## src/rtl/ecx_pkg.sv

```systemverilog
package ecx_pkg;

  typedef enum logic [2:0] {
    MD_COMPAT = 3'd0,
    MD_BYTE   = 3'd1,
    MD_PFIFO  = 3'd2,
    MD_XFIFO  = 3'd3,
    MD_STROBE = 3'd4,
    MD_RSVD   = 3'd5,
    MD_FTEST  = 3'd6,
    MD_CONFIG = 3'd7
  } ecx_mode_e;

  localparam logic [1:0] ADR_DATA = 2'd0;
  localparam logic [1:0] ADR_CFGB = 2'd1;
  localparam logic [1:0] ADR_CTRL = 2'd2;
  localparam logic [1:0] ADR_NONE = 2'd3;

  localparam logic [1:0] ST_PART  = 2'b00;
  localparam logic [1:0] ST_EMPTY = 2'b01;
  localparam logic [1:0] ST_FULL  = 2'b10;

  // fill status from a level and the capacity
  function automatic logic [1:0] status_of(input int unsigned level, input int unsigned cap);
    if (level == 0)        return ST_EMPTY;
    else if (level >= cap) return ST_FULL;
    else                   return ST_PART;
  endfunction

  // width code reported in the capability byte
  function automatic logic [2:0] width_code(input int unsigned bits);
    case (bits)
      16:      return 3'b000;
      32:      return 3'b010;
      default: return 3'b001;
    endcase
  endfunction

endpackage

```

## src/rtl/ecx_fifo.sv

```systemverilog
module ecx_fifo #(
  parameter int unsigned DEPTH = 2,
  parameter int unsigned DW    = 8,
  localparam int unsigned PTR_W = (DEPTH > 1) ? $clog2(DEPTH) : 1,
  localparam int unsigned CNT_W = $clog2(DEPTH + 1)
) (
  input  logic             clk,
  input  logic             rst_n,
  input  logic             push,
  input  logic             pop,
  input  logic             clear,
  input  logic [DW-1:0]    din,
  output logic [DW-1:0]    dout,
  output logic [CNT_W-1:0] count,
  output logic             full,
  output logic             empty
);

  logic [PTR_W-1:0] wr_ptr, rd_ptr;
  logic [DW-1:0]    slot_v [DEPTH];

  function automatic logic [PTR_W-1:0] bump(input logic [PTR_W-1:0] p);
    return (p == PTR_W'(DEPTH - 1)) ? '0 : p + 1'b1;
  endfunction

  for (genvar i = 0; i < DEPTH; i++) begin : g_slot
    logic [DW-1:0] q;
    always_ff @(posedge clk or negedge rst_n) begin
      if (!rst_n)                              q <= '0;
      else if (push && wr_ptr == PTR_W'(i))    q <= din;
    end
    assign slot_v[i] = q;
  end

  always_ff @(posedge clk or negedge rst_n) begin
    if (!rst_n) begin
      wr_ptr <= '0;
      rd_ptr <= '0;
      count  <= '0;
    end else if (clear) begin
      wr_ptr <= '0;
      rd_ptr <= '0;
      count  <= '0;
    end else begin
      if (push) wr_ptr <= bump(wr_ptr);
      if (pop)  rd_ptr <= bump(rd_ptr);
      case ({push, pop})
        2'b10:   count <= count + 1'b1;
        2'b01:   count <= count - 1'b1;
        default: count <= count;
      endcase
    end
  end

  assign dout  = slot_v[rd_ptr];
  assign full  = (count == CNT_W'(DEPTH));
  assign empty = (count == '0);

endmodule

```

## src/rtl/ecx_regs.sv

```systemverilog
module ecx_regs
  import ecx_pkg::*;
(
  input  logic       clk,
  input  logic       rst_n,
  input  logic       wr_en,
  input  logic [1:0] addr,
  input  logic [7:0] wdata,
  output logic [2:0] mode,
  output logic [2:0] ctrl_mid,
  output logic [7:0] cfgb,
  output logic [7:0] plain,
  output logic       mode_chg,
  output logic       ftest,
  output logic       cfgmode
);

  logic wr_ctrl, wr_cfgb, wr_plain;

  assign ftest    = (mode == MD_FTEST);
  assign cfgmode  = (mode == MD_CONFIG);
  assign wr_ctrl  = wr_en && (addr == ADR_CTRL);
  assign wr_cfgb  = wr_en && (addr == ADR_CFGB);
  assign wr_plain = wr_en && (addr == ADR_DATA) && !ftest;
  assign mode_chg = wr_ctrl && (wdata[7:5] != mode);

  always_ff @(posedge clk or negedge rst_n) begin
    if (!rst_n) begin
      mode     <= MD_COMPAT;
      ctrl_mid <= '0;
      cfgb     <= '0;
      plain    <= '0;
    end else begin
      if (wr_ctrl) begin
        mode     <= wdata[7:5];
        ctrl_mid <= wdata[4:2];
      end
      if (wr_cfgb)  cfgb  <= wdata;
      if (wr_plain) plain <= wdata;
    end
  end

endmodule

```

## src/rtl/ecx_rdport.sv

```systemverilog
module ecx_rdport
  import ecx_pkg::*;
(
  input  logic       clk,
  input  logic       rst_n,
  input  logic       rd_go,
  input  logic [1:0] addr,
  input  logic       ftest,
  input  logic       cfgmode,
  input  logic [7:0] ctrl_val,
  input  logic [7:0] cfga,
  input  logic [7:0] cfgb,
  input  logic [7:0] plain,
  input  logic [7:0] fifo_dout,
  input  logic       fifo_empty,
  output logic [7:0] rdata
);

  logic [7:0] hold_q;
  logic [7:0] sel;
  logic       take_fifo;

  assign take_fifo = rd_go && (addr == ADR_DATA) && ftest && !fifo_empty;

  always_comb begin
    case (addr)
      ADR_DATA: begin
        if (ftest)        sel = fifo_empty ? hold_q : fifo_dout;
        else if (cfgmode) sel = cfga;
        else              sel = plain;
      end
      ADR_CFGB: sel = cfgb;
      ADR_CTRL: sel = ctrl_val;
      default:  sel = 8'hFF;
    endcase
  end

  always_ff @(posedge clk or negedge rst_n) begin
    if (!rst_n) begin
      rdata  <= '0;
      hold_q <= '0;
    end else begin
      if (rd_go)     rdata  <= sel;
      if (take_fifo) hold_q <= fifo_dout;
    end
  end

endmodule

```

## src/rtl/ecx_bank.sv

```systemverilog
module ecx_bank
  import ecx_pkg::*;
#(
  parameter int unsigned FIFO_DEPTH = 2,
  parameter int unsigned FIFO_BITS  = 8
) (
  input  logic       clk,
  input  logic       rst_n,
  input  logic       wr_en,
  input  logic       rd_en,
  input  logic [1:0] addr,
  input  logic [7:0] wdata,
  output logic [7:0] rdata,
  output logic [2:0] mode_o
);

  localparam int unsigned CNT_W = $clog2(FIFO_DEPTH + 1);
  localparam logic [7:0]  CFGA  = {1'b0, width_code(FIFO_BITS), 4'b0000};

  logic [2:0]       ctrl_mid;
  logic [7:0]       cfgb, plain, fifo_dout, ctrl_val;
  logic             mode_chg, ftest, cfgmode;
  logic             fifo_full, fifo_empty;
  logic [CNT_W-1:0] fifo_cnt;
  logic [1:0]       flags;

  // named events for the checker
  logic rd_go, push_evt, pop_evt, ovf_drop, unf_drop, hit_data;

  assign rd_go    = rd_en && !wr_en;
  assign hit_data = (addr == ADR_DATA) && ftest;
  assign push_evt = wr_en && hit_data && !fifo_full;
  assign ovf_drop = wr_en && hit_data && fifo_full;
  assign pop_evt  = rd_go && hit_data && !fifo_empty;
  assign unf_drop = rd_go && hit_data && fifo_empty;

  ecx_regs u_regs (
    .clk      (clk),
    .rst_n    (rst_n),
    .wr_en    (wr_en),
    .addr     (addr),
    .wdata    (wdata),
    .mode     (mode_o),
    .ctrl_mid (ctrl_mid),
    .cfgb     (cfgb),
    .plain    (plain),
    .mode_chg (mode_chg),
    .ftest    (ftest),
    .cfgmode  (cfgmode)
  );

  ecx_fifo #(.DEPTH(FIFO_DEPTH), .DW(8)) u_fifo (
    .clk   (clk),
    .rst_n (rst_n),
    .push  (push_evt),
    .pop   (pop_evt),
    .clear (mode_chg),
    .din   (wdata),
    .dout  (fifo_dout),
    .count (fifo_cnt),
    .full  (fifo_full),
    .empty (fifo_empty)
  );

  assign flags    = status_of(int'(fifo_cnt), FIFO_DEPTH);
  assign ctrl_val = {mode_o, ctrl_mid, flags};

  ecx_rdport u_rd (
    .clk        (clk),
    .rst_n      (rst_n),
    .rd_go      (rd_go),
    .addr       (addr),
    .ftest      (ftest),
    .cfgmode    (cfgmode),
    .ctrl_val   (ctrl_val),
    .cfga       (CFGA),
    .cfgb       (cfgb),
    .plain      (plain),
    .fifo_dout  (fifo_dout),
    .fifo_empty (fifo_empty),
    .rdata      (rdata)
  );

endmodule

```

## config.mk

```make
export PLATFORM = sky130hd
export DESIGN_NAME = ecx_bank
export DESIGN_NICKNAME = d
export VERILOG_FILES = /design/src/rtl/ecx_pkg.sv /design/src/rtl/ecx_fifo.sv /design/src/rtl/ecx_regs.sv /design/src/rtl/ecx_rdport.sv /design/src/rtl/ecx_bank.sv
export SDC_FILE = /design/constraint.sdc
export NUM_CORES = 1
export LEC_CHECK = 0
export BUFFER_PORTS_ARGS = -buffer_cell sky130_fd_sc_hd__buf_2
export CORE_ASPECT_RATIO = 0.75
export CORE_MARGIN = 3
export CORE_UTILIZATION = 47
export CTS_CLUSTER_SIZE = 40
export DETAILED_ROUTE_END_ITERATION = 10
export PLACE_DENSITY = 0.75
export SLEW_MARGIN = 30
export SYNTH_ARGS = -nofsm -noshare
export SYNTH_HDL_FRONTEND = slang
export SYNTH_SLANG_ARGS = --single-unit
```

## constraint.sdc

```tcl
create_clock -name clk -period 2.8 [get_ports clk]
set_input_delay 0.28 -clock clk [delete_from_list [all_inputs] [get_ports clk]]
set_output_delay 0.28 -clock clk [all_outputs]
set_load 0.005 [all_outputs]
```

; After elaboration in Yosys (flattened, before gate mapping)
; Cells that the tools add are included.
[totals]
ram_bits = 0
mem_bits_ro = 0
output_inout_bits = 11
input_bits = 14
elab_cells = 69
regBits = 58
latchBits = 0
memories = 0
[classes]
n_lt_le_gt_ge = 2
addsub = 4
n_mux = 17
div = 0
n_shift = 0
reduce_logical = 25
n_eq_ne = 8
bitwise = 2
n_mul = 0
[op_table]
columns = operator, n
row1 = 2-to-1 mux 8 bit, 6
row2 = case mux 8 bit (3 select lines), 1
row3 = logical AND 1 bit, 16
row4 = == test 2 bit (second input constant), 3
row5 = == test 3 bit (second input constant), 2
row6 = 2-to-1 mux 1 bit, 6
row7 = 2-to-1 mux 2 bit, 3
row8 = == test 2 x 1 -> 1 bit (second input constant), 2
row9 = >= comparator 2 bit (second input constant), 2
row10 = zero test 1 bit, 4
row11 = zero test 2 bit, 2
row12 = case mux 2 bit (2 select lines), 1
row13 = nonzero test 2 bit, 2
row14 = inequality test 3 bit, 1
row15 = nonzero test 3 bit, 1
row16 = adder 1 bit (second input constant), 2
row17 = adder 2 x 1 -> 2 bit (second input constant), 1
row18 = NOT 1 -> 2 bit, 1
row19 = subtractor 2 x 1 -> 2 bit (second input constant), 1
row20 = NOT 1 bit, 1

; Logic depth before layout (Yosys ltp)
[logic_depth]
word_depth = 7
ltp_mapped = 8
ltp_nobuf = 6

; Hierarchy
; From an unflattened synthesis, not the netlist that was laid out.
[hier_totals]
hier_cells = 218
hier_area_um2 = 2907.8
[modules_own_cells]
columns = module, area_per_inst_um2, cells_each, seq_area_each_um2, n_inst
row1 = ecx_rdport, 994.7, 92, 400.4, 1
row2 = ecx_fifo, 942.2, 64, 500.5, 1
row3 = ecx_regs, 913.4, 54, 550.5, 1
row4 = ecx_bank, 57.6, 8, 0.0, 1

; Worst setup path after synthesis
; Ideal clock, no wire load.
[synth_path]
path_type = input to register
from = input wr_en
to = register u_fifo.count[1]
path_slack_ns = 0.641
stages = 7
t_arrival_ns = 2.081
path_buffers = 2
t_required_ns = 2.722
setup_time_ns = 0.078
cell_sequence = buf_6 -> or4b_4 -> nor3_4 -> buf_6 -> ha_1 -> or3_1 -> a21oi_1
[synth_via]
elab_chain_len = 7
word_cells_on_any_way = 13
classes_between = eq/ne (2) / mux (2) / reduce/logical (9)
[synth_lines]
columns = item, line
row1 = from (decl), ecx_bank.sv:9  ; input logic wr_en,
row2 = zero test 1 bit, ecx_bank.sv:30  ; assign rd_go = rd_en && !wr_en;
row3 = logical AND 1 bit, ecx_bank.sv:30
row4 = logical AND 1 bit, n/a
row5 = logical AND 1 bit, ecx_bank.sv:34  ; assign pop_evt = rd_go && hit_data && !fifo_empty;
row6 = == test 2 x 1 -> 1 bit / == test 2 bit (equally long branches), ecx_fifo.sv:47  ; case ({push, pop})
row7 = case mux 2 bit (2 select lines), ecx_fifo.sv:47
row8 = 2-to-1 mux 2 bit, ecx_fifo.sv:40  ; end else if (clear) begin
row9 = to (signal assigned), ecx_fifo.sv:48  ; 2'b10: count <= count + 1'b1;
row10 = to (signal assigned), ecx_fifo.sv:49  ; 2'b01: count <= count - 1'b1;
row11 = to (signal assigned), ecx_fifo.sv:50  ; default: count <= count;
row12 = to (decl), ecx_fifo.sv:14  ; output logic [CNT_W-1:0] count,
; Several ways; a longest one is shown, not always the timed one.
; A chain may end at the register's enable or synchronous reset.

; Worst setup path in the final report
[layout_path]
from = register u_regs.mode[0]
to = register u_fifo.g_slot[0].q[4]
[layout_via]
elab_chain_len = 5
[layout_lines]
columns = item, line
row1 = from (decl), ecx_regs.sv:9  ; output logic [2:0] mode,
row2 = from (signal assigned), ecx_regs.sv:35  ; mode <= wdata[7:5];
row3 = == test 3 bit, ecx_regs.sv:20  ; assign ftest = (mode == MD_FTEST);
row4 = logical AND 1 bit, ecx_bank.sv:31  ; assign hit_data = (addr == ADR_DATA) && ftest;
row5 = logical AND 1 bit, n/a
row6 = logical AND 1 bit, ecx_bank.sv:32  ; assign push_evt = wr_en && hit_data && !fifo_full;
row7 = logical AND 1 bit, ecx_fifo.sv:30  ; else if (push && wr_ptr == PTR_W'(i)) q <= din;
row8 = to (signal assigned), ecx_fifo.sv:30
row9 = to (decl), ecx_fifo.sv:27  ; logic [DW-1:0] q;
; Every way passes these cells.

==> out/metrics.yaml <==
timing:
  hold_violations: 0
  fin_skew_ns: 0.0101
  period_share_pct: 68.2
  min_period_ns: 1.91
  drv_slew: 0
  worst_pin_slew_ns: 0.701
  setup_tns_ns: 0
  relSlewSlack_pct: 53.3
  grt_setup_unrepaired: "no"
  fmax_ghz: 0.524
  setup_violations: 0
cells_and_area:
  nets: 269
  drive_gt1_share_pct: 34.0
  final_util_pct: 56.7
  diodes: 0
  syn2layout_area_growth_pct: 15.0
floorplan:
  die_area_um2: 6620
  die_h_um: 71.2
  core_area_um2: 5410
  initial_core_util_pct: 49.3
  num_rows: 23
  fp.dieW_um: 93.0
  pin_count: 25
clocking:
  clock_latency_ns: 0.33
  cts_tree: "done"
  cts_setup_buffers: 0
  cts-buffers-inserted: 9
  clock_path_buffers: 2
  cts_sinks: 58
  clk_pin_slew_ns: 0.07
  cts-root-buf: "clkbuf_8"
  cts_max_level: 3
global_route:
  antenna_found_initial: 0
  overflow: 0
  grt_max_degree: 40
  first_global_vias: 1751
  grt_util_all_layers_pct: 17.5
  grt_pass1_wl_mm: 8.76
power_and_ir_drop:
  power_mw: 2.31
  p_leak_nw: 1.36
  ir_worst_vdd_mv: 0.270
  p_per_area_nw_per_um2: 754
yosys:
  synth_area_leaders: "dfrtp_1, mux2_2, a21oi_1"
  seq_area_frac_synth_pct: 54.4
  synthTopCellsByCount: "dfrtp_1, mux2_2, nor2_1"
  synth_ff_type: "dfrtp_1"
  synth_most_common_cell: "dfrtp_1"
  ys_ff_latch: 58
  post-synth-top-area-fraction_pct: 54.4
  yosys_warnings: 0
  syn-cell-area_um2: 2670
  ys_types: 31
  synth_cells: 226
  async_flop_share_pct: 100
  syn_nets: 241
  syn_area_per_cell_um2: 11.8
  yosysTopAreaCell: "dfrtp_1"
  synth-edff-count: 0
setup_path:
  criticalPathCategory: "register to register"
  cp_max_fo: 8
  cp.required_ns: 3.02
  start_kind: "register"
  endpoint_kind: "register"
  arrival_ns: 2.12
min_path:
  hold_path_class: "input pin to register"
routing:
  vias: 1844
  ant_nets: 0
  first_iter_violations: 113
  finalWirelength_mm: 5.26
  wl_per_cell_um: 15.8
  avgViaCountPerCell: 5.52
  first_pass_iters: 4
  drcViolationCount: 0
place:
  gp_routability_congestion: 0.836
  hpwl_mm: 3.73
  numPortBuffers: 24
run:
  maxCapViolations: 0
status:
  outcome: "finished, final reports clean"
layer usage:
layer	GRT usage [%]	up-vias	wire (um)
met2	24.6	48	2180
met1	26.0	927	2720
met5	0	-	0
li1	-	864	-
met3	6.30	5	308
met4	4.39	0	48
critical path, stage by stage (launching register included):
cell      delay, ns
dfrtp_1        0.42
nand3b_2       0.30
nand4b_4       0.25
nor2_2         0.42
mux2_2         0.40
cell families (layout without fill, tap and decap cells):
| logic type | count (synthesis) | count (layout) | synth area share [%] |
|---|---|---|---|
| simple gates | 58 | 58 | 11.5 |
| mux | 47 | 47 | 19.4 |
| fa+ha+maj | 1 | 1 | 0.469 |
| compound gates | 44 | 44 | 9.39 |
| buf+inv | 11 | 44 | 2.44 |
| xor+xnor | 7 | 7 | 2.30 |
| flops | 58 | 58 | 54.4 |
state kept, by name, summed over array words and instances, names as in the netlist:
name	cells
u_fifo.count	2
u_fifo.g_slot.q	16
u_fifo.rd_ptr	1
u_fifo.wr_ptr	1
u_rd.hold_q	8
u_rd.rdata	8
u_regs.cfgb	8
u_regs.ctrl_mid	3
u_regs.mode	3
u_regs.plain	8
final cells by class:
cell class / instances / area (um^2)
Inverter: 1 / 3.75
Fill cell: 458 / 2340
Tap cell: 75 / 93.8
Clock buffer: 11 / 141
Sequential cell: 58 / 1450
Clock inverter: 5 / 77.6
Multi-Input combinational cell: 157 / 1150
Timing Repair Buffer: 27 / 145
timing repair:
action | CTS | global route
gates resized for setup | 0 | 0
hold buffers | 1 | 0
endpoints found under the hold margin | 19 | 0
power by group:
group	total (mW)	internal, mW	switching (mW)
clock	0.834	0.522	0.312
sequential	1.10	0.998	0.0980
combinational	0.382	0.197	0.185
cells in the final DEF, fill, tap and decap left out:
master	instances
dfrtp_1	58
mux2_2	38
buf_2	24
nor2_1	21
a21oi_1	19
nand2_1	14
o21ai_0	13
clkbuf_8	10
mux2i_1	9
nand3_1	8
o211ai_1	8
xnor2_1	6
nand3b_1	2
nor2_2	2
or3_1	2
bufinv_16	2
clkinv_2	2
buf_4	2
nand3b_2	1
or4b_4	1
nor3_4	1
nand2b_1	1
nand4b_4	1
inv_1	1
or2_1	1
a21oi_2	1
nor2b_2	1
or2_2	1
a31oi_1	1
xor2_1	1
o31ai_1	1
a21o_1	1
nor2b_1	1
ha_1	1
clkinvlp_4	1
clkbuf_1	1
dlygate4sd3_1	1
path summary, 6_finish.rpt:
check	start	end	slack [ns]	depth (start not counted)
max reg2reg	u_regs.mode[0]$_DFFE_PN0P_	u_fifo.g_slot[0].q[4]$_DFFE_PN0P_	0.89	4
max in group asynchronous	rst_n	u_regs.plain[0]$_DFFE_PN0P_	1.52	3
min	wdata[0]	u_regs.cfgb[0]$_DFFE_PN0P_	0.24	2
min in group asynchronous	rst_n	u_regs.mode[0]$_DFFE_PN0P_	0.43	2
min reg2reg	u_regs.plain[1]$_DFFE_PN0P_	u_rd.rdata[1]$_DFFE_PN0N_	0.49	2
max	u_regs.mode[0]$_DFFE_PN0P_	u_fifo.g_slot[0].q[4]$_DFFE_PN0P_	0.89	4
stage by stage:
stage | hold slack, ns | setup slack (ns) | cells | instance area (um^2)
final | 0.241 | 0.892 | 334 | 3070
after CTS | 0.238 | 0.871 | 334 | 3060
after detailed placement | 0.255 | 0.700 | 317 | 2830
after global placement | 0.250 | 0.756 | 317 | 2830
after floorplan | -0.0156 | 0.641 | 226 | 2670
after global routing | 0.253 | 0.779 | 334 | 3070
Note: power is estimated with default switching activity, not from simulation.
